[src/rtl/chg_timer_pkg.sv]
package chg_timer_pkg;
  typedef enum logic {
    PH_PRE  = 1'b0,
    PH_FAST = 1'b1
  } chg_phase_e;
endpackage

[src/rtl/chg_phase_tracker.sv]
module chg_phase_tracker
  import chg_timer_pkg::*;
(
  input  logic       clk,
  input  logic       rst_n,
  input  chg_phase_e phase_i,
  output chg_phase_e phase_q,
  output logic       restart
);
  // Remember which phase the current count belongs to.
  always_ff @(posedge clk or negedge rst_n) begin
    if (!rst_n) phase_q <= PH_PRE;
    else        phase_q <= phase_i;
  end

  assign restart = (phase_i != phase_q);

  // after a phase change edge, the tracked phase equals the requested one
  a_r3_phase_follow: assert property (@(posedge clk) disable iff (!rst_n)
    restart |=> (phase_q == $past(phase_i)));
endmodule

[src/rtl/chg_tick_counter.sv]
module chg_tick_counter
  import chg_timer_pkg::*;
#(
  parameter int CNT_W = 23,
  parameter logic [CNT_W-1:0] FAST_LIM = '0,
  parameter logic [CNT_W-1:0] PRE_LIM  = '0
) (
  input  logic             clk,
  input  logic             rst_n,
  input  logic             zero,
  input  logic             step,
  input  chg_phase_e       phase_i,
  output logic [CNT_W-1:0] count
);
  logic [CNT_W-1:0] cur_lim;
  logic             at_cap;

  assign cur_lim = (phase_i == PH_FAST) ? FAST_LIM : PRE_LIM;
  assign at_cap  = (count >= cur_lim);

  always_ff @(posedge clk or negedge rst_n) begin
    if (!rst_n)               count <= '0;
    else if (zero)            count <= '0;
    else if (step && !at_cap) count <= count + 1'b1;
  end

  // any zero request leaves the count at zero
  a_r5_zero_count: assert property (@(posedge clk) disable iff (!rst_n)
    zero |=> (count == '0));
  // without an accepted tick the count does not move
  a_r8_hold_idle: assert property (@(posedge clk) disable iff (!rst_n)
    (!zero && !step) |=> $stable(count));
  // saturated count stays put
  a_r7_saturate: assert property (@(posedge clk) disable iff (!rst_n)
    (!zero && at_cap) |=> $stable(count));
  // never beyond the larger allowance
  a_r1_bounded: assert property (@(posedge clk) disable iff (!rst_n)
    count <= FAST_LIM);
endmodule

[src/rtl/chg_timeout_flags.sv]
module chg_timeout_flags
  import chg_timer_pkg::*;
#(
  parameter int CNT_W = 23,
  parameter logic [CNT_W-1:0] FAST_LIM = '0,
  parameter logic [CNT_W-1:0] PRE_LIM  = '0
) (
  input  logic             clk,
  input  logic             rst_n,
  input  logic             wipe,
  input  logic [CNT_W-1:0] count,
  input  chg_phase_e       phase_q,
  output logic [1:0]       flags
);
  // flags[0] = precharge, flags[1] = fast charge
  for (genvar g = 0; g < 2; g++) begin : g_flag
    localparam logic [CNT_W-1:0] LIM = (g == 1) ? FAST_LIM : PRE_LIM;
    localparam chg_phase_e       PH  = (g == 1) ? PH_FAST : PH_PRE;
    logic hit;
    assign hit = (phase_q == PH) && (count == LIM);

    always_ff @(posedge clk or negedge rst_n) begin
      if (!rst_n)    flags[g] <= 1'b0;
      else if (wipe) flags[g] <= 1'b0;
      else if (hit)  flags[g] <= 1'b1;
    end
  end

  // flags are sticky until wiped
  a_r7_sticky: assert property (@(posedge clk) disable iff (!rst_n)
    (!wipe && (flags != 2'b00)) |=> ((flags & $past(flags)) == $past(flags)));
  // a wipe drops both flags
  a_r4_wipe_low: assert property (@(posedge clk) disable iff (!rst_n)
    wipe |=> (flags == 2'b00));
  // precharge flag only rises out of precharge phase
  a_r2_pre_phase: assert property (@(posedge clk) disable iff (!rst_n)
    $rose(flags[0]) |-> ($past(phase_q) == PH_PRE));
  // fast flag only rises out of fast phase
  a_r1_fast_phase: assert property (@(posedge clk) disable iff (!rst_n)
    $rose(flags[1]) |-> ($past(phase_q) == PH_FAST));
endmodule

[src/rtl/chg_safety_timer.sv]
module chg_safety_timer
  import chg_timer_pkg::*;
#(
  parameter int FAST_EXP = 22,
  parameter int PRE_EXP  = 19
) (
  input  logic clk,
  input  logic rst_n,
  input  logic tick_i,
  input  logic enable_i,
  input  logic clear_i,
  input  logic phase_fast_i,
  input  logic timer_off_i,
  output logic precharge_timeout_o,
  output logic charge_timeout_o
);
  localparam int CNT_W = FAST_EXP + 1;
  localparam logic [CNT_W-1:0] FAST_LIM = CNT_W'(1) << FAST_EXP;
  localparam logic [CNT_W-1:0] PRE_LIM  = CNT_W'(1) << PRE_EXP;

  chg_phase_e       phase_req;
  chg_phase_e       phase_q;
  logic             restart;
  logic             wipe;
  logic             zero;
  logic             step;
  logic [CNT_W-1:0] count;
  logic [1:0]       flags;

  assign phase_req = chg_phase_e'(phase_fast_i);
  assign wipe      = clear_i | timer_off_i;
  assign zero      = wipe | restart;
  assign step      = tick_i & enable_i;

  chg_phase_tracker u_phase (
    .clk     (clk),
    .rst_n   (rst_n),
    .phase_i (phase_req),
    .phase_q (phase_q),
    .restart (restart)
  );

  chg_tick_counter #(
    .CNT_W    (CNT_W),
    .FAST_LIM (FAST_LIM),
    .PRE_LIM  (PRE_LIM)
  ) u_count (
    .clk     (clk),
    .rst_n   (rst_n),
    .zero    (zero),
    .step    (step),
    .phase_i (phase_req),
    .count   (count)
  );

  chg_timeout_flags #(
    .CNT_W    (CNT_W),
    .FAST_LIM (FAST_LIM),
    .PRE_LIM  (PRE_LIM)
  ) u_flags (
    .clk     (clk),
    .rst_n   (rst_n),
    .wipe    (wipe),
    .count   (count),
    .phase_q (phase_q),
    .flags   (flags)
  );

  assign precharge_timeout_o = flags[0];
  assign charge_timeout_o    = flags[1];

  // strap keeps both outputs low on the following cycle
  a_r4_strap_quiet: assert property (@(posedge clk) disable iff (!rst_n)
    timer_off_i |=> (!precharge_timeout_o && !charge_timeout_o));
  // clear drops both outputs
  a_r5_clear_drops: assert property (@(posedge clk) disable iff (!rst_n)
    clear_i |=> (!precharge_timeout_o && !charge_timeout_o));
endmodule

[config.mk]
export PLATFORM = sky130hd
export DESIGN_NAME = chg_safety_timer
export DESIGN_NICKNAME = d
export VERILOG_FILES = /design/src/rtl/chg_timer_pkg.sv /design/src/rtl/chg_phase_tracker.sv /design/src/rtl/chg_tick_counter.sv /design/src/rtl/chg_timeout_flags.sv /design/src/rtl/chg_safety_timer.sv
export SDC_FILE = /design/constraint.sdc
export NUM_CORES = 1
export LEC_CHECK = 0
export ABC_CLOCK_PERIOD_IN_PS = 2500
export BUFFER_PORTS_ARGS = -buffer_cell sky130_fd_sc_hd__buf_2
export CORE_MARGIN = 4
export CORE_UTILIZATION = 40
export DETAILED_ROUTE_END_ITERATION = 16
export HOLD_SLACK_MARGIN = 0.05
export PLACE_DENSITY_LB_ADDON = 0.08
export SETUP_SLACK_MARGIN = 0.15
export SLEW_MARGIN = 20
export SYNTH_ARGS = -nofsm -noshare
export SYNTH_HDL_FRONTEND = slang
export SYNTH_SLANG_ARGS = --single-unit
[constraint.sdc]
create_clock -name clk -period 2.5 [get_ports clk]
set_input_delay 0.125 -clock clk [delete_from_list [all_inputs] [get_ports clk]]
set_output_delay 0.125 -clock clk [all_outputs]
set_load 0.02 [all_outputs]
==> impl_metrics.toml, run 1 <==
[placement]
hpwl_mm = 2.253
gp_congestion = 0.7936
dpl_cell_area_sq_um = 1523
io_buffers = 8

[sta]
tightest_slew_ns = 0.5727
relSlewSlack = 0.6147
finalSetupTns_ns = 0
fin_crit_ns = 2.127
rsz0062_at_grt = "no"
final_max_slew_viol_count = 0
fmax_mhz = 470.2
period_share = 0.8507
skew_ns = 0.01032
hold_violations = 0
setup_viol = 0

[cells_and_area]
syn2layout_area_growth_pct = 14.22
multi_input_area_sq_um = 757.0
final_net_count = 180
drive_gt1_frac = 0.1071
mostFrequentLayoutCells = "dfrtp_1, nor2_1, xor2_1, nand3_1, nand2_1"
nFillCells = 334
regArea_sq_um = 650.6
design_area_sq_um = 1638
diodes = 0
final_common_cell = "dfrtp_1"

[global_routing]
antenna_found_initial = 0
grt.total_usage = 0.1497
grt_pass1_wl_mm = 5.161
grt_use_met2 = 0.2442
met1_usage = 0.1979
first_global_vias = 1086
grt-ovfl-total = 0
grt_max_degree = 27
top_usage_layer = "met2"
gr-usage-met3 = 0.03448

[detailed_routing]
drtPass1Iterations = 4
vias = 1138
antenna_left = 0
drt-total-wl_mm = 2.983
wl_per_cell_um = 13.94
drtIter0Drc = 48
drc_errors = 0
via_per_inst = 5.318

[clock_tree]
clock_latency_ns = 0.32
path_clk_slew_ns = 0.14
clock-sinks = 26
htreeDepth = 1
clock_tree.root_cell = "clkbuf_4"
cts_tree = "yes"
clk_path_buf_depth = 2
cts_buffers = 3
post_cts_buffers = 0

[setup_path]
startpoint_type = "flop"
cp-end-kind = "flop"
worstPathArrival_ns = 2.39
startpoint = "u_count.count[0]"
timing.rr.start = "u_count.count[0]"
path_class = "reg2reg"
required_ns = 2.77
path_max_fanout = 4

[yosys]
ys_warn_count = 0
ys_top_cells_by_area = "dfrtp_1, xor2_1, nor2_1"
synth_seq_cells = 26
syn_inst = 154
synthesis.nets = 165
synth-seq-area-share = 0.4538
synth_top_cell_area_share = 0.4538
synth.avg_cell_area_sq_um = 9.311
yosysTopAreaCell = "dfrtp_1"
synthDistinctLibCells = 32
syn-cell-area_sq_um = 1434

[die]
boundaryPins = 9
rows = 21
die-area_sq_um = 4606
core_region_area_sq_um = 3390
die_w_um = 67.87
die_y_um = 67.87
start_util = 0.4230

[run_status]
status = "completed"

[pwr]
peakVddDrop_mv = 0.2091
p_sw_frac = 0.2015
p_sw_mw = 0.1515
pwr-share-comb = 0.057
power_frac_clock = 0.380
leakagePower_nw = 0.7041
powerDensity_nw_per_um2 = 458.9
p_int_mw = 0.6001
power_frac_seq = 0.563

[job]
cap_violations = 0

[min_path]
hold_class = "in2async"
-- cell families after synthesis --
| logic type | count (synthesis) | share of synthesized area |
|---|---|---|
| DFF | 26 | 0.4537 |
| AOI/OAI and AO/OA | 15 | 0.07678 |
| xor gates and xnor gates | 20 | 0.1222 |
| buffers and inverters | 10 | 0.02705 |
| and+or+nand+nor | 79 | 0.2853 |
| adders and majority gates | 4 | 0.03491 |
-- sequential cells by signal, indices dropped and copies added, names as in the netlist --
register,flops
u_flags.flags,2
u_phase.phase_q,1
u_count.count,23
-- layout make-up --
type,count,area share
Multi-Input combinational cell,118,0.4622
Sequential cell,26,0.3973
Timing Repair Buffer,14,0.05959
Tap cell,46,0.03514
Clock inverter,1,0.01833
Clock buffer,3,0.01375
Inverter,6,0.01375
-- worst max-delay path, cell delays in order (launching register included) --
cell	delay [ns]
dfrtp_1	0.44
inv_1	0.10
ha_1	0.15
nor4b_2	0.25
nand2_1	0.10
nor2_1	0.20
a41oi_1	0.14
nor3_1	0.13
dlygate4sd3_1	0.56
-- path summary, 6_finish.rpt --
| kind | cells past startpoint | slack [ns] | endpoint |
|---|---|---|---|
| setup / recovery | 8 | 0.37 | u_flags.flags[1] |
| hold / removal | 2 | 0.31 | u_count.count[10] |
| setup reg to reg | 8 | 0.37 | u_flags.flags[1] |
| hold reg to reg | 2 | 0.60 | u_count.count[18] |
| max in group asynchronous | 2 | 1.80 | u_flags.flags[1] |
| min in group clk | 5 | 0.44 | u_count.count[3] |
-- power by group through the flow --
stage                     clock network (mW)  logic [mW]  registers (mW)
final                                  0.286      0.0432           0.423
after floorplan                            0      0.0212           0.431
after CTS                              0.302      0.0446           0.423
after global routing                   0.315      0.0497           0.423
after global placement                     0      0.0391           0.431
after detailed placement                   0      0.0397           0.431
-- through the flow --
| step | utilization | cells | hold slack, ns | worst slack [ns] | power [mW] |
|---|---|---|---|---|---|
| after floorplan | - | 154 | -0.1706 | 0.6811 | 0.4518 |
| after global placement | 0.4492 | 205 | 0.1520 | 0.6022 | 0.4699 |
| after detailed placement | 0.4492 | 205 | 0.1597 | 0.5055 | 0.4704 |
| after CTS | 0.4795 | 214 | 0.3217 | 0.2818 | 0.7691 |
| after global routing | 0.4832 | 214 | 0.3533 | 0.2050 | 0.7875 |
| final | 0.4832 | 214 | 0.3142 | 0.3733 | 0.7516 |
-- synth_stat cells, drive strengths merged --
cell      n
ha        4
and4      2
nor4b     1
o211a     1
xor2     12
a21boi    1
xnor2     8
nand3    11
nand2    10
dfrtp    26
and2      2
and3b     1
o211ai    2
o2111a    1
or4       1
a41oi     1
inv       6
nor2     23
nor4      5
a21oi     3
or3       3
o2111ai   1
nor3b     1
a31oi     1
or3b      1
nand4     8
clkbuf    3
and3      5
nor3      5
o21ai     4
buf       1
-- metal layers --
layer / vias to the layer above / share of wire
li1: 574 / -
met1: 543 / 0.49
met2: 19 / 0.46
met3: 2 / 0.040
met4: 0 / 0.0077
met5: - / 0
-- what timing repair did --
| action | CTS | global route |
|---|---|---|
| endpoints found under the setup margin | 0 | 1 |
| hold endpoints to repair | 29 | 0 |
| hold buffers | 5 | 0 |
| gates resized for setup | 0 | 2 |
(Power assumes the default switching activity.)
==> inputs of run 2 (changes only) <==
PLACE_DENSITY_LB_ADDON = 0.25   (was 0.08)
SKIP_CTS_REPAIR_TIMING = 1   (was unset)
==> impl_metrics.toml, run 2 (synthesized netlist as in run 1, its figures left out) <==
[detailed_routing]
wl_per_cell_um = 13.84
drc_errors = 0
antenna_left = 0
drt-total-wl_mm = 2.948
via_per_inst = 5.394
drtIter0Drc = 65
vias = 1149
drtPass1Iterations = 4

[sta]
tightest_slew_ns = 0.5623
period_share = 0.8814
holdWs_ns = 0.3168
skew_ns = 0.002154
fin_crit_ns = 2.204
hold_violations = 0
finalSetupTns_ns = 0
final_max_slew_viol_count = 0
setup_viol = 0
rsz0062_at_grt = "no"
relSlewSlack = 0.6251
fmax_mhz = 453.8

[clock_tree]
clk_path_buf_depth = 2
clock_latency_ns = 0.31
cts_tree = "yes"
path_clk_slew_ns = 0.13
htreeDepth = 1
clock_tree.root_cell = "clkbuf_4"
clock-sinks = 26
cts_buffers = 3

[global_routing]
grt_pass1_wl_mm = 4.995
grt_use_met2 = 0.2345
grt-ovfl-total = 0
antenna_found_initial = 0
grt.total_usage = 0.1440
met1_usage = 0.1840
top_usage_layer = "met2"
grt_max_degree = 27
gr-usage-met3 = 0.02627
first_global_vias = 1121

[setup_path]
startpoint_type = "flop"
path_class = "reg2reg"
worstPathArrival_ns = 2.46
path_max_fanout = 4
cp-end-kind = "flop"
required_ns = 2.76

[pwr]
powerDensity_nw_per_um2 = 400.1
peakVddDrop_mv = 0.1535
p_total_mw = 0.6383
leakagePower_nw = 0.6854

[cells_and_area]
largestRegisters = "u_count.count x23, u_flags.flags x2, u_phase.phase_q x1"
nFillCells = 319
largest_register_ffs = 23
regArea_sq_um = 650.6
drive_gt1_frac = 0.08982
largest_register = "u_count.count"
syn2layout_area_growth_pct = 11.26
fin_cells = 213
final_common_cell = "dfrtp_1"
diodes = 0
mostFrequentLayoutCells = "dfrtp_1, nor2_1, xor2_1, nand3_1, nand2_1"
final_net_count = 180
multi_input_area_sq_um = 744.5

[placement]
hpwl_mm = 2.123
placed_cells = 205
gp_congestion = 0.8897
io_buffers = 8

[job]
cap_violations = 0

[die]
rows = 21
die-area_sq_um = 4606
die_y_um = 67.87
start_util = 0.4230
boundaryPins = 9
core_region_area_sq_um = 3390
die_w_um = 67.87

[run_status]
status = "completed"

[min_path]
hold_class = "in2async"
## run 2: stage by stage
stage | cell area (sq um) | utilization | worst slack, ns
5_1_grt | 1595 | 0.4707 | 0.1478
3_5_place_dp | 1523 | 0.4492 | 0.5143
2_1_floorplan | 1434 | - | 0.6811
4_1_cts | 1545 | 0.4559 | 0.4923
6_report | 1595 | 0.4707 | 0.2964
3_3_place_gp | 1523 | 0.4492 | 0.6140
## run 2: layout make-up
type,instances,area share
tap,46,0.03608
multi-input combinational,118,0.4667
sequential,26,0.4078
clock buffer,3,0.01412
inverter,6,0.01412
timing repair buffer,14,0.06118
## run 2: routing by layer
metal,vias to the layer above,wire length [um]
li1,573,-
met1,555,1356
met2,19,1442
met3,2,127
met4,0,21
met5,-,0
## run 2: critical path: stages (launching register included)
cell	delay (ns)
dfrtp_1	0.44
inv_1	0.10
ha_1	0.15
nor4b_1	0.32
nand2_1	0.12
nor2_1	0.19
a31oi_1	0.10
nor3_1	0.15
dlygate4sd3_1	0.57
## run 2: power by group
| group | total (mW) | switching [mW] | internal, mW | leakage [nW] |
|---|---|---|---|---|
| logic | 0.0442 | 0.0280 | 0.0163 | 0.311 |
| clock network | 0.171 | 0.115 | 0.0564 | 0.0138 |
| registers | 0.423 | 0.00113 | 0.422 | 0.361 |
| total | 0.638 | 0.144 | 0.494 | 0.685 |
## run 2: worst paths after layout
check | startpoint | end | slack, ns | cells after the start
min in group clk | tick_i | u_count.count[3] | 0.43 | 5
worst max register to register | u_count.count[0] | u_flags.flags[0] | 0.30 | 8
worst min register to register | u_count.count[18] | u_count.count[18] | 0.59 | 2
worst max-delay path | u_count.count[0] | u_flags.flags[0] | 0.30 | 8
max in group asynchronous | rst_n | u_count.count[16] | 1.82 | 2
worst min-delay path | rst_n | u_count.count[6] | 0.32 | 2
==> inputs of run 3 (changes only) <==
CORE_ASPECT_RATIO = 1.4   (was unset)
==> impl_metrics.toml, run 3 (synthesized netlist as in run 1, its figures left out) <==
[run_status]
status = "completed"

[global_routing]
grt-ovfl-total = 0
grt_pass1_wl_mm = 5.382
grt_max_degree = 27
first_global_vias = 1156
antenna_found_initial = 0
grt.total_usage = 0.1495

[die]
die-area_sq_um = 4620
die_w_um = 58.60
die_y_um = 78.84
start_util = 0.4206
core_region_area_sq_um = 3410
boundaryPins = 9
rows = 25

[sta]
rsz0062_at_grt = "no"
relSlewSlack = 0.6154
skew_ns = 0.004235
finalSetupTns_ns = 0
hold_violations = 0
setup_viol = 0
period_share = 0.8184
final_max_slew_viol_count = 0
fmax_mhz = 488.8
tightest_slew_ns = 0.5717
fin_crit_ns = 2.046

[cells_and_area]
final_util = 0.4771
largest_register_ffs = 23
mostFrequentLayoutCells = "dfrtp_1, nor2_1, xor2_1, nand3_1, nand2_1"
design_area_sq_um = 1627
final_net_count = 179
syn2layout_area_growth_pct = 13.44
largestRegisters = "u_count.count x23, u_flags.flags x2, u_phase.phase_q x1"
final_common_cell = "dfrtp_1"
drive_gt1_frac = 0.09581
largest_register = "u_count.count"
diodes = 0

[clock_tree]
clock_tree.root_cell = "clkbuf_8"
cts_tree = "yes"
clk_path_buf_depth = 2
cts_buffers = 3
htreeDepth = 1
clock-sinks = 26
path_clk_slew_ns = 0.09
clock_latency_ns = 0.27

[detailed_routing]
vias = 1166
drt-total-wl_mm = 3.162
antenna_left = 0
drtIter0Drc = 32
wl_per_cell_um = 15.28
drc_errors = 0
drtPass1Iterations = 4
via_per_inst = 5.633

[pwr]
leakagePower_nw = 0.7004
peakVddDrop_mv = 0.2714
powerDensity_nw_per_um2 = 499.9

[placement]
hpwl_mm = 2.369
io_buffers = 8
dpl_cell_area_sq_um = 1515
gp_congestion = 0.7774

[setup_path]
path_class = "in2reg"
worstPathArrival_ns = 2.25
required_ns = 2.70
startpoint_type = "input pin"
path_max_fanout = 7
cp-end-kind = "flop"

[min_path]
hold_class = "in2async"

[job]
cap_violations = 0
## run 3: cell types whose count changed in the layout (fill, tap and decap cells not counted)
cell,delta
bufinv_16,+1
clkbuf_4,-3
clkbuf_8,+3
dlygate4sd3_1,-1
## run 3: final cells by class
class / instances / area, sq um
flip-flops and latches: 26 / 650.6
well taps: 40 / 50.05
clock buffers: 3 / 41.29
clock inverters: 1 / 30.03
fillers: 326 / 1783
multi-input cells: 118 / 744.5
repair buffers: 13 / 87.58
inverters: 6 / 22.52
## run 3: metrics by stage
step | cells | setup slack [ns] | power [mW] | hold WS, ns
after floorplan | 154 | 0.6811 | 0.4518 | -0.1706
after detailed placement | 199 | 0.5247 | 0.4712 | 0.1504
after global placement | 199 | 0.6059 | 0.4701 | 0.1517
after CTS | 203 | 0.5122 | 0.8133 | -0.1405
final | 207 | 0.4541 | 0.8131 | 0.3825
after global routing | 207 | 0.2894 | 0.8392 | 0.4260
## run 3: critical path, stage by stage
cell and delay [ns]:
dlygate4sd3_1 0.52, buf_2 0.13, inv_1 0.06, ha_1 0.20
and3b_1 0.35, o2111ai_1 0.30, or3_1 0.43, a21oi_1 0.14
## run 3: where the power goes
part	switching [mW]	total (mW)	internal, mW
registers	0.00124	0.422	0.421
logic	0.0284	0.0445	0.0161
clock network	0.132	0.346	0.214
## run 3: worst paths after layout
| path | startpoint | to | slack, ns | depth (start not counted) |
|---|---|---|---|---|
| min in group clk | tick_i | u_count.count[3] | 0.50 | 5 |
| max reg2reg | u_count.count[19] | u_count.count[16] | 0.51 | 6 |
| min reg2reg | u_flags.flags[0] | u_flags.flags[0] | 0.57 | 2 |
| min | rst_n | u_count.count[1] | 0.38 | 2 |
| max | phase_fast_i | u_count.count[16] | 0.45 | 8 |
| max in group asynchronous | rst_n | u_count.count[7] | 1.74 | 2 |
## run 3: per-layer routing
layer | vias to the layer above | wire length (um) | global-route usage | part of all wire
met3 | 8 | 86 | 0.01951 | 0.027
li1 | 575 | - | - | -
met2 | 22 | 1652 | 0.2584 | 0.52
met4 | 0 | 82 | 0.06576 | 0.026
met1 | 561 | 1340 | 0.1814 | 0.42
met5 | - | 0 | 0 | 0
